==> config.mk <==
export PLATFORM = sky130hd
export DESIGN_NAME = range_splitter
export DESIGN_NICKNAME = d
export VERILOG_FILES = /design/src/rtl/rsplit_pkg.sv /design/src/rtl/rsplit_rst_sync.sv /design/src/rtl/rsplit_norm.sv /design/src/rtl/rsplit_chunk_calc.sv /design/src/rtl/range_splitter.sv
export SDC_FILE = /design/constraint.sdc
export NUM_CORES = 1
export LEC_CHECK = 0
export ABC_AREA = 1
export BUFFER_PORTS_ARGS = -buffer_cell sky130_fd_sc_hd__buf_2
export CAP_MARGIN = 25
export CORE_MARGIN = 3
export CORE_UTILIZATION = 57
export CTS_BUF_LIST = sky130_fd_sc_hd__clkbuf_8
export CTS_CLUSTER_DIAMETER = 120
export DETAILED_ROUTE_END_ITERATION = 8
export PLACE_DENSITY = 0.78
export SLEW_MARGIN = 20
export SYNTH_ARGS = -nofsm -noshare
export SYNTH_HDL_FRONTEND = slang
export SYNTH_SLANG_ARGS = --single-unit
==> constraint.sdc <==
create_clock -name clk -period 9.56 [get_ports clk]
set_input_delay 1.912 -clock clk [delete_from_list [all_inputs] [get_ports clk]]
set_output_delay 1.912 -clock clk [all_outputs]
set_load 0.02 [all_outputs]
==> src/rtl/rsplit_pkg.sv <==
package rsplit_pkg;

  typedef enum logic [1:0] {
    CMD_CLEAN   = 2'd0,
    CMD_INV     = 2'd1,
    CMD_LINE_CI = 2'd2
  } cmd_op_e;

  typedef enum logic [2:0] {
    ST_IDLE  = 3'd0,
    ST_EVAL  = 3'd1,
    ST_HEAD  = 3'd2,
    ST_TAIL  = 3'd3,
    ST_PASS1 = 3'd4,
    ST_PASS2 = 3'd5,
    ST_DONE  = 3'd6
  } st_e;

  localparam logic [1:0] REQ_INV   = 2'd0;
  localparam logic [1:0] REQ_CLEAN = 2'd1;

endpackage

==> src/rtl/rsplit_rst_sync.sv <==
module rsplit_rst_sync (
  input  logic clk,
  input  logic rst_n,
  output logic rst_sync_n
);
  logic [1:0] sync_q;

  always_ff @(posedge clk or negedge rst_n) begin
    if (!rst_n) sync_q <= 2'b00;
    else        sync_q <= {sync_q[0], 1'b1};
  end

  assign rst_sync_n = sync_q[1];
endmodule

==> src/rtl/rsplit_norm.sv <==
// Shapes a request at acceptance: invalidate keeps raw bytes (edges are
// handled line by line later), clean and flush are widened to whole lines.
module rsplit_norm #(
  parameter int ADDR_W     = 32,
  parameter int LINE_BYTES = 32
) (
  input  logic [1:0]        op,
  input  logic [ADDR_W-1:0] start_addr,
  input  logic [ADDR_W-1:0] stop_addr,
  output logic [ADDR_W-1:0] cur0,
  output logic [ADDR_W-1:0] lim0,
  output logic              head0
);
  localparam int LW = $clog2(LINE_BYTES);
  localparam logic [ADDR_W-1:0] LOW  = ADDR_W'(LINE_BYTES - 1);
  localparam logic [ADDR_W-1:0] MASK = ~LOW;

  logic is_inv;

  always_comb begin
    is_inv = (op == rsplit_pkg::REQ_INV);
    if (is_inv) begin
      cur0  = start_addr;
      lim0  = stop_addr;
      head0 = |start_addr[LW-1:0];
    end else begin
      cur0  = start_addr & MASK;
      lim0  = (stop_addr + LOW) & MASK;
      head0 = 1'b0;
    end
  end
endmodule

==> src/rtl/rsplit_chunk_calc.sv <==
// End (exclusive) of the chunk starting at cur: the earliest of the
// request limit, the size cap and the next page boundary.
module rsplit_chunk_calc #(
  parameter int ADDR_W      = 32,
  parameter int CHUNK_BYTES = 1024,
  parameter int PAGE_BYTES  = 4096
) (
  input  logic [ADDR_W-1:0] cur,
  input  logic [ADDR_W-1:0] lim,
  output logic [ADDR_W-1:0] chunk_end
);
  localparam int AX = ADDR_W + 1;

  logic [AX-1:0] cap_x, page_x, pick_x;

  always_comb begin
    cap_x  = {1'b0, cur} + AX'(CHUNK_BYTES);
    page_x = {1'b0, cur | ADDR_W'(PAGE_BYTES - 1)} + AX'(1);
    pick_x = {1'b0, lim};
    if (pick_x > cap_x)  pick_x = cap_x;
    if (pick_x > page_x) pick_x = page_x;
    chunk_end = pick_x[ADDR_W-1:0];
  end
endmodule

==> src/rtl/range_splitter.sv <==
module range_splitter
  import rsplit_pkg::*;
#(
  parameter int ADDR_W      = 32,
  parameter int LINE_BYTES  = 32,
  parameter int CHUNK_BYTES = 1024,
  parameter int PAGE_BYTES  = 4096
) (
  input  logic              clk,
  input  logic              rst_n,
  input  logic              req_valid,
  output logic              req_ready,
  input  logic [1:0]        req_op,
  input  logic [ADDR_W-1:0] req_start,
  input  logic [ADDR_W-1:0] req_end,
  input  logic              wt_override,
  output logic              cmd_valid,
  input  logic              cmd_ready,
  output logic [1:0]        cmd_op,
  output logic [ADDR_W-1:0] cmd_start,
  output logic [ADDR_W-1:0] cmd_end,
  output logic              done
);
  localparam int LW = $clog2(LINE_BYTES);
  localparam logic [ADDR_W-1:0] LINE_LOW  = ADDR_W'(LINE_BYTES - 1);
  localparam logic [ADDR_W-1:0] LINE_MASK = ~LINE_LOW;

  logic rst_core_n;

  st_e               state_q, state_d;
  logic [1:0]        op_q;
  logic              wt_q;
  logic [ADDR_W-1:0] cur_q, cur_d, lim_q, lim_d;
  logic              head_q, head_d;
  logic              req_en, cur_en, lim_en, head_en;

  logic [ADDR_W-1:0] norm_cur, norm_lim, chunk_end;
  logic              norm_head;
  logic              fire, more, tail_need, body_need;
  logic              is_inv_q, is_clean_q, is_flush_q;

  rsplit_rst_sync u_rst (
    .clk        (clk),
    .rst_n      (rst_n),
    .rst_sync_n (rst_core_n)
  );

  rsplit_norm #(.ADDR_W(ADDR_W), .LINE_BYTES(LINE_BYTES)) u_norm (
    .op         (req_op),
    .start_addr (req_start),
    .stop_addr  (req_end),
    .cur0       (norm_cur),
    .lim0       (norm_lim),
    .head0      (norm_head)
  );

  rsplit_chunk_calc #(
    .ADDR_W(ADDR_W), .CHUNK_BYTES(CHUNK_BYTES), .PAGE_BYTES(PAGE_BYTES)
  ) u_chunk (
    .cur       (cur_q),
    .lim       (lim_q),
    .chunk_end (chunk_end)
  );

  // ---------------- decode of captured request ----------------
  always_comb begin
    is_inv_q   = (op_q == REQ_INV);
    is_clean_q = (op_q == REQ_CLEAN);
    is_flush_q = op_q[1];
    more       = (cur_q < lim_q);
    tail_need  = is_inv_q && (|lim_q[LW-1:0]) && more;
    body_need  = more && !(is_clean_q && wt_q);
  end

  // ---------------- command outputs ----------------
  always_comb begin
    cmd_valid = 1'b0;
    cmd_op    = CMD_CLEAN;
    cmd_start = '0;
    cmd_end   = '0;
    unique case (state_q)
      ST_HEAD: begin
        cmd_valid = 1'b1;
        cmd_op    = CMD_LINE_CI;
        cmd_start = cur_q & LINE_MASK;
        cmd_end   = cur_q & LINE_MASK;
      end
      ST_TAIL: begin
        cmd_valid = 1'b1;
        cmd_op    = CMD_LINE_CI;
        cmd_start = lim_q & LINE_MASK;
        cmd_end   = lim_q & LINE_MASK;
      end
      ST_PASS1: begin
        cmd_valid = 1'b1;
        if (is_clean_q)               cmd_op = CMD_CLEAN;
        else if (is_inv_q || wt_q)    cmd_op = CMD_INV;
        else                          cmd_op = CMD_CLEAN;
        cmd_start = cur_q;
        cmd_end   = chunk_end - ADDR_W'(LINE_BYTES);
      end
      ST_PASS2: begin
        cmd_valid = 1'b1;
        cmd_op    = CMD_INV;
        cmd_start = cur_q;
        cmd_end   = chunk_end - ADDR_W'(LINE_BYTES);
      end
      default: ;
    endcase
  end

  assign fire      = cmd_valid && cmd_ready;
  assign req_ready = (state_q == ST_IDLE);
  assign done      = (state_q == ST_DONE);

  // ---------------- next state ----------------
  always_comb begin
    state_d = state_q;
    req_en  = 1'b0;
    cur_en  = 1'b0;
    lim_en  = 1'b0;
    head_en = 1'b0;
    cur_d   = cur_q;
    lim_d   = lim_q;
    head_d  = head_q;
    unique case (state_q)
      ST_IDLE: begin
        if (req_valid) begin
          req_en  = 1'b1;
          cur_en  = 1'b1;
          lim_en  = 1'b1;
          head_en = 1'b1;
          cur_d   = norm_cur;
          lim_d   = norm_lim;
          head_d  = norm_head;
          state_d = ST_EVAL;
        end
      end
      ST_EVAL: begin
        if (head_q)         state_d = ST_HEAD;
        else if (tail_need) state_d = ST_TAIL;
        else if (body_need) state_d = ST_PASS1;
        else                state_d = ST_DONE;
      end
      ST_HEAD: begin
        if (fire) begin
          cur_en  = 1'b1;
          cur_d   = (cur_q | LINE_LOW) + ADDR_W'(1);
          head_en = 1'b1;
          head_d  = 1'b0;
          state_d = ST_EVAL;
        end
      end
      ST_TAIL: begin
        if (fire) begin
          lim_en  = 1'b1;
          lim_d   = lim_q & LINE_MASK;
          state_d = ST_EVAL;
        end
      end
      ST_PASS1: begin
        if (fire) begin
          if (is_flush_q && !wt_q) begin
            state_d = ST_PASS2;
          end else begin
            cur_en  = 1'b1;
            cur_d   = chunk_end;
            state_d = ST_EVAL;
          end
        end
      end
      ST_PASS2: begin
        if (fire) begin
          cur_en  = 1'b1;
          cur_d   = chunk_end;
          state_d = ST_EVAL;
        end
      end
      ST_DONE:  state_d = ST_IDLE;
      default:  state_d = ST_IDLE;
    endcase
  end

  // ---------------- registers ----------------
  always_ff @(posedge clk or negedge rst_core_n) begin
    if (!rst_core_n) state_q <= ST_IDLE;
    else             state_q <= state_d;
  end

  always_ff @(posedge clk or negedge rst_core_n) begin
    if (!rst_core_n) begin
      op_q <= '0;
      wt_q <= 1'b0;
    end else if (req_en) begin
      op_q <= req_op;
      wt_q <= wt_override;
    end
  end

  always_ff @(posedge clk or negedge rst_core_n) begin
    if (!rst_core_n)  cur_q <= '0;
    else if (cur_en)  cur_q <= cur_d;
  end

  always_ff @(posedge clk or negedge rst_core_n) begin
    if (!rst_core_n)  lim_q <= '0;
    else if (lim_en)  lim_q <= lim_d;
  end

  always_ff @(posedge clk or negedge rst_core_n) begin
    if (!rst_core_n)  head_q <= 1'b0;
    else if (head_en) head_q <= head_d;
  end
endmodule

# After elaboration in Yosys (flattened, before gate mapping)

Index checks and enable logic that the tools add are counted.

Bits in registers: 73
Input bits: 71
Output and inout port bits: 69
Logic and storage cells: 97

Equality and inequality tests: 14
Bitwise gates (word level): 1
Muxes and demuxes: 39
Order comparisons: 3
Reduce and logical (&&, ||, !) cells: 27
$add $sub $neg: 5

Operators with widths:

| cell                                                                  | count |
|---|---|
| 32-bit two-way mux                                                    | 8 |
| 32-bit case mux with 3 select lines                                   | 2 |
| 32-bit case mux with 4 select lines                                   | 1 |
| 32-bit case mux with 2 select lines                                   | 1 |
| 32-bit by 1-bit adder with 33-bit output (second input constant)      | 1 |
| 32-bit by 11-bit adder with 33-bit output (second input constant)     | 1 |
| 32-bit by 33-bit greater-than comparator with 1-bit output            | 1 |
| 33-bit greater-than comparator                                        | 1 |
| 33-bit two-way mux                                                    | 1 |
| 32-bit by 1-bit adder with 32-bit output (second input constant)      | 1 |
| 32-bit by 5-bit adder with 32-bit output (second input constant)      | 1 |
| 32-bit less-than comparator                                           | 1 |
| 32-bit by 6-bit subtractor with 32-bit output (second input constant) | 1 |
| 3-bit two-way mux                                                     | 6 |
| 2-bit != test (second input constant)                                 | 6 |
| 3-bit case mux with 4 select lines                                    | 1 |
| 4-bit AND reduction                                                   | 3 |
| 1-bit two-way mux                                                     | 11 |
| 5-bit two-way mux                                                     | 2 |
| 5-bit OR reduction                                                    | 2 |
| 3-bit == test (second input constant)                                 | 3 |
| 7-bit AND reduction                                                   | 1 |
| 3-bit by 2-bit == test with 1-bit output (second input constant)      | 2 |
| 1-bit logical AND                                                     | 6 |
| other kinds (18)                                                      | 25 |

# Depth between registers and ports, before layout

Depth in word-level cells: 8
Mapped depth: 49
Mapped depth without buffers: 46

# Cells and area by module

From an unflattened synthesis, not the netlist that was laid out.

Cells, all modules: 1662
Area, all modules: 10201.0 um^2

Modules (own cells, without submodules):

| module            | cells each | instances | sequential area each (um^2) | area each (um^2) |
|---|---|---|---|---|
| range_splitter    | 896        | 1         | 1776.7                      | 6008.3 |
| rsplit_chunk_calc | 532        | 1         | 0.0                         | 2929.1 |
| rsplit_norm       | 231        | 1         | 0.0                         | 1209.9 |
| rsplit_rst_sync   | 3          | 1         | 50.0                        | 53.8 |

# Worst setup path after synthesis

Ideal clock, no wire load.

Kind: register to output
Start point: register cur_q[15]
End point: output cmd_end[11]
Stages on the path, launching flop included: 41
Data required time: 7.648 ns
Setup slack: 2.009 ns
Buffers on the path: 5
Data arrival time: 5.639 ns
Cell sequence: dfrtp_1 clkinv_1 nor3_1 nand4_1 nor2_1 inv_1 nor2_1 xor2_1 nor2_1 a21oi_1 ha_1 a21o_1 a21oi_1 nand2_1 nand2_1 inv_2 nor2_4 nand2_4 [5 not listed] ha_1 nand2_1 nor2_1 nand2_1 nor3_1 nand4_1 nor2_1 nand2_1 nor2_2 nand2_2 nand2_4 buf_12 buf_6 nand2_1 ha_1 inv_1 nor2_2 o21ai_0

Longest elaborated chain between the ends: 7
Elaborated cells between the ends (all ways): 8
Those cells by class: 3 x add/sub; 2 x order compare; 3 x mux

RTL lines:

| item                                                       | line                                         | source |
|---|---|---|
| from (decl)                                                | range_splitter.sv:33                         | `logic [ADDR_W-1:0] cur_q, cur_d, lim_q, lim_d;` |
| from (signal assigned)                                     | range_splitter.sv:202                        | `else if (cur_en) cur_q <= cur_d;` |
| 32-bit by 11-bit adder with 33-bit output                  | rsplit_chunk_calc.sv:17                      | `cap_x = {1'b0, cur} + AX'(CHUNK_BYTES);` |
| 32-bit by 33-bit greater-than comparator with 1-bit output | rsplit_chunk_calc.sv:20                      | `if (pick_x > cap_x) pick_x = cap_x;` |
| 33-bit two-way mux                                         | rsplit_chunk_calc.sv:20                      |  |
| 33-bit greater-than comparator                             | rsplit_chunk_calc.sv:21                      | `if (pick_x > page_x) pick_x = page_x;` |
| 32-bit two-way mux *                                       | rsplit_chunk_calc.sv:21                      |  |
| 32-bit by 6-bit subtractor with 32-bit output *            | range_splitter.sv:100, range_splitter.sv:106 |  |
| 32-bit case mux with 3 select lines *                      | range_splitter.sv:81                         | `unique case (state_q)` |
| to (decl)                                                  | range_splitter.sv:21                         | `output logic [ADDR_W-1:0] cmd_end,` |

Every way passes the cells marked *; elsewhere a longest branch is shown, timed or not.

# Worst setup path after layout

Start point: register cur_q[12]
End point: output cmd_end[29]

Same word-level chain as after synthesis.

==> flow_summary.ini <==
[status]
status = completed

[synthesis]
synth_top_area_share = 0.196
ys.flop_type = dfrtp_1
yosysUniqueCellTypes = 57
yosysSeqAreaShare = 0.196
synth_edf_count = 0
syn_area_per_cell_um2 = 6.40
syn_inst = 1457
ys_async_sr_fraction = 1.00
synthTopCellsByCount = nand2_1 (336), inv_1 (188), nor2_1 (164), o21ai_0 (115), ha_1 (89)
yosysTopAreaCell = dfrtp_1
synthTopCellsByArea = dfrtp_1 (20%), nand2_1 (14%), ha_1 (12%)
syn_nets = 1617
yosys_register_bits = 73
synth-warning-count = 0
yosysMostFrequentCell = nand2_1
netlist_area_mm2 = 0.00932

[route]
via_per_inst = 6.01
drtIter0Drc = 1086
drtAntennaViolNets = 0
vias = 10800
drc = 0
firstDrtPassIters = 5
wl_um = 35700
wl_per_cell_um = 19.7

[critical_path]
crit_path_top_delay_cell = dfrtp_1
r2r_slack_ns = 3.27
start_kind = flop
path_class = reg2out
cpPeakStageDelay_ns = 0.48
worstPathMaxFanout = 27
rr_startpoint = cur_q[12]$_DFFE_PN0P_
cp-end-kind = output port
ff2ff_path_depth = 34
worst_ep_arrival_time_ns = 7.02
worst_ep_required_time_ns = 7.65
r2r-end = cur_q[29]$_DFFE_PN0P_

[final_layout]
post-route-util = 0.662
num-nets-final = 1745
register_area_mm2 = 0.00183
drive_above_1_share = 0.162
syn_to_final_growth_pct = 13.3
num-fill-cells = 1544
multiInputGateArea_mm2 = 0.00656
antenna_cells = 0

[sta]
period_needed_ns = 8.94
relSlewSlack = 0.351
tightestPinTransition_ns = 0.971
hold_ws_ns = 0.238
hold_viol = 0
grt_setup_unrepaired = no
setup_viol = 0
finClkSkew_ns = 0.0157
slew_violations = 0
fmax_ghz = 0.112
tns_ns = 0
period_share = 0.935

[cts]
clk_latency_ns = 0.39
clock-sinks = 73
htreeDepth = 3
numCtsBuffers = 9
cts_root_buf = clkbuf_8
cts_max_path_buffers = 2
path_clk_slew_ns = 0.09
cts_tree = done

[place]
gp_congestion = 1.04
post-dp-hpwl_um = 28200
io_buffers = 139

[global_route]
grt_pass1_vias = 9748
grt_use_total = 0.390
grt_pass1_wl_um = 54000
grt_max_degree = 72
gr-total-overflow = 0
antenna_found_initial = 0

[floorplanning]
start_util = 0.584
num_io_pins = 140
die_h_um = 134
die-area_mm2 = 0.0179
core_mm2 = 0.0159
rows = 46
die_w_um = 134

[hold_path]
hp-class = reg2async

[flow_run]
drv_cap = 0
[placed cells by master, fill, tap and decap left out, types with 26 or more instances in the layout]
cell / count
xor2_1: 36
dfrtp_1: 71
nor3_1: 28
buf_2: 139
nor2_1: 158
nand2_1: 336
nand4_1: 26
inv_1: 188
o21ai_0: 111
ha_1: 89
nand3_1: 76
a21oi_1: 62
[worst max-delay path, delay by kind of cell (launching register included)]
| kind | cells | cell delay [ns] |
|---|---|---|
| compound gates | 1 | 0.20 |
| flops | 1 | 0.48 |
| buf+inv | 9 | 1.12 |
| fa+ha+maj | 3 | 0.75 |
| simple gates | 27 | 3.83 |
| xor+xnor | 1 | 0.26 |
[stage by stage]
step	instance area [µm²]	worst slack, ns	instances
final	10600	0.624	1806
after floorplan	9320	2.01	1457
after global placement	10200	0.874	1786
after global routing	10600	0.0383	1806
after CTS	10500	0.331	1802
after detailed placement	10200	0.795	1786
[worst max-delay path by stage]
stage          cells after the start                   from          end  slack [ns]
5_1_grt                           45  cur_q[12]$_DFFE_PN0P_  cmd_end[21]        0.04
3_3_place_gp                      40  cur_q[15]$_DFFE_PN0P_  cmd_end[21]        0.87
3_5_place_dp                      40  cur_q[15]$_DFFE_PN0P_  cmd_end[21]        0.79
2_1_floorplan                     40  cur_q[15]$_DFFE_PN0P_  cmd_end[11]        2.01
4_1_cts                           41  cur_q[15]$_DFFE_PN0P_  cmd_end[29]        0.33
6_report                          41  cur_q[12]$_DFFE_PN0P_  cmd_end[29]        0.62
[metal layers]
layer,track usage,up-vias,wire length [µm]
met3,0.0979,89,4170
met4,0.141,0,1260
met1,0.563,4974,15400
li1,-,5107,-
met5,0,-,0
met2,0.567,679,14800
[sequential cells by signal (all words and copies together), names as in the netlist]
signal        cells
op_q              2
cur_q            32
head_q            1
wt_q              1
u_rst.sync_q      2
lim_q            32
state_q           3
[repair_timing]
item / 4_1_cts / 5_1_grt
gates resized for setup: 0 / 11
setup buffers: 0 / 2
hold buffers: 0 / 0
setup endpoints to repair: 0 / 24
[final cells by class]
cell class / instances / area share
Clock buffer: 9 / 0.0117
Clock inverter: 7 / 0.0119
Inverter: 196 / 0.0700
Multi-Input combinational cell: 1142 / 0.621
Sequential cell: 73 / 0.173
Tap cell: 216 / 0.0256
Timing Repair Buffer: 163 / 0.0860
[cells by family after synthesis]
kind of cell,share of synthesized area
and+or+nand+nor,0.340
xor gates and xnor gates,0.0423
adders and majority gates,0.120
AOI/OAI and AO/OA,0.182
muxes,0.0140
DFF,0.196
buffers and inverters,0.106
other,0.000806
Power is not shown: default switching activity piles up to over one toggle a cycle in this logic, so the estimate is an artifact.
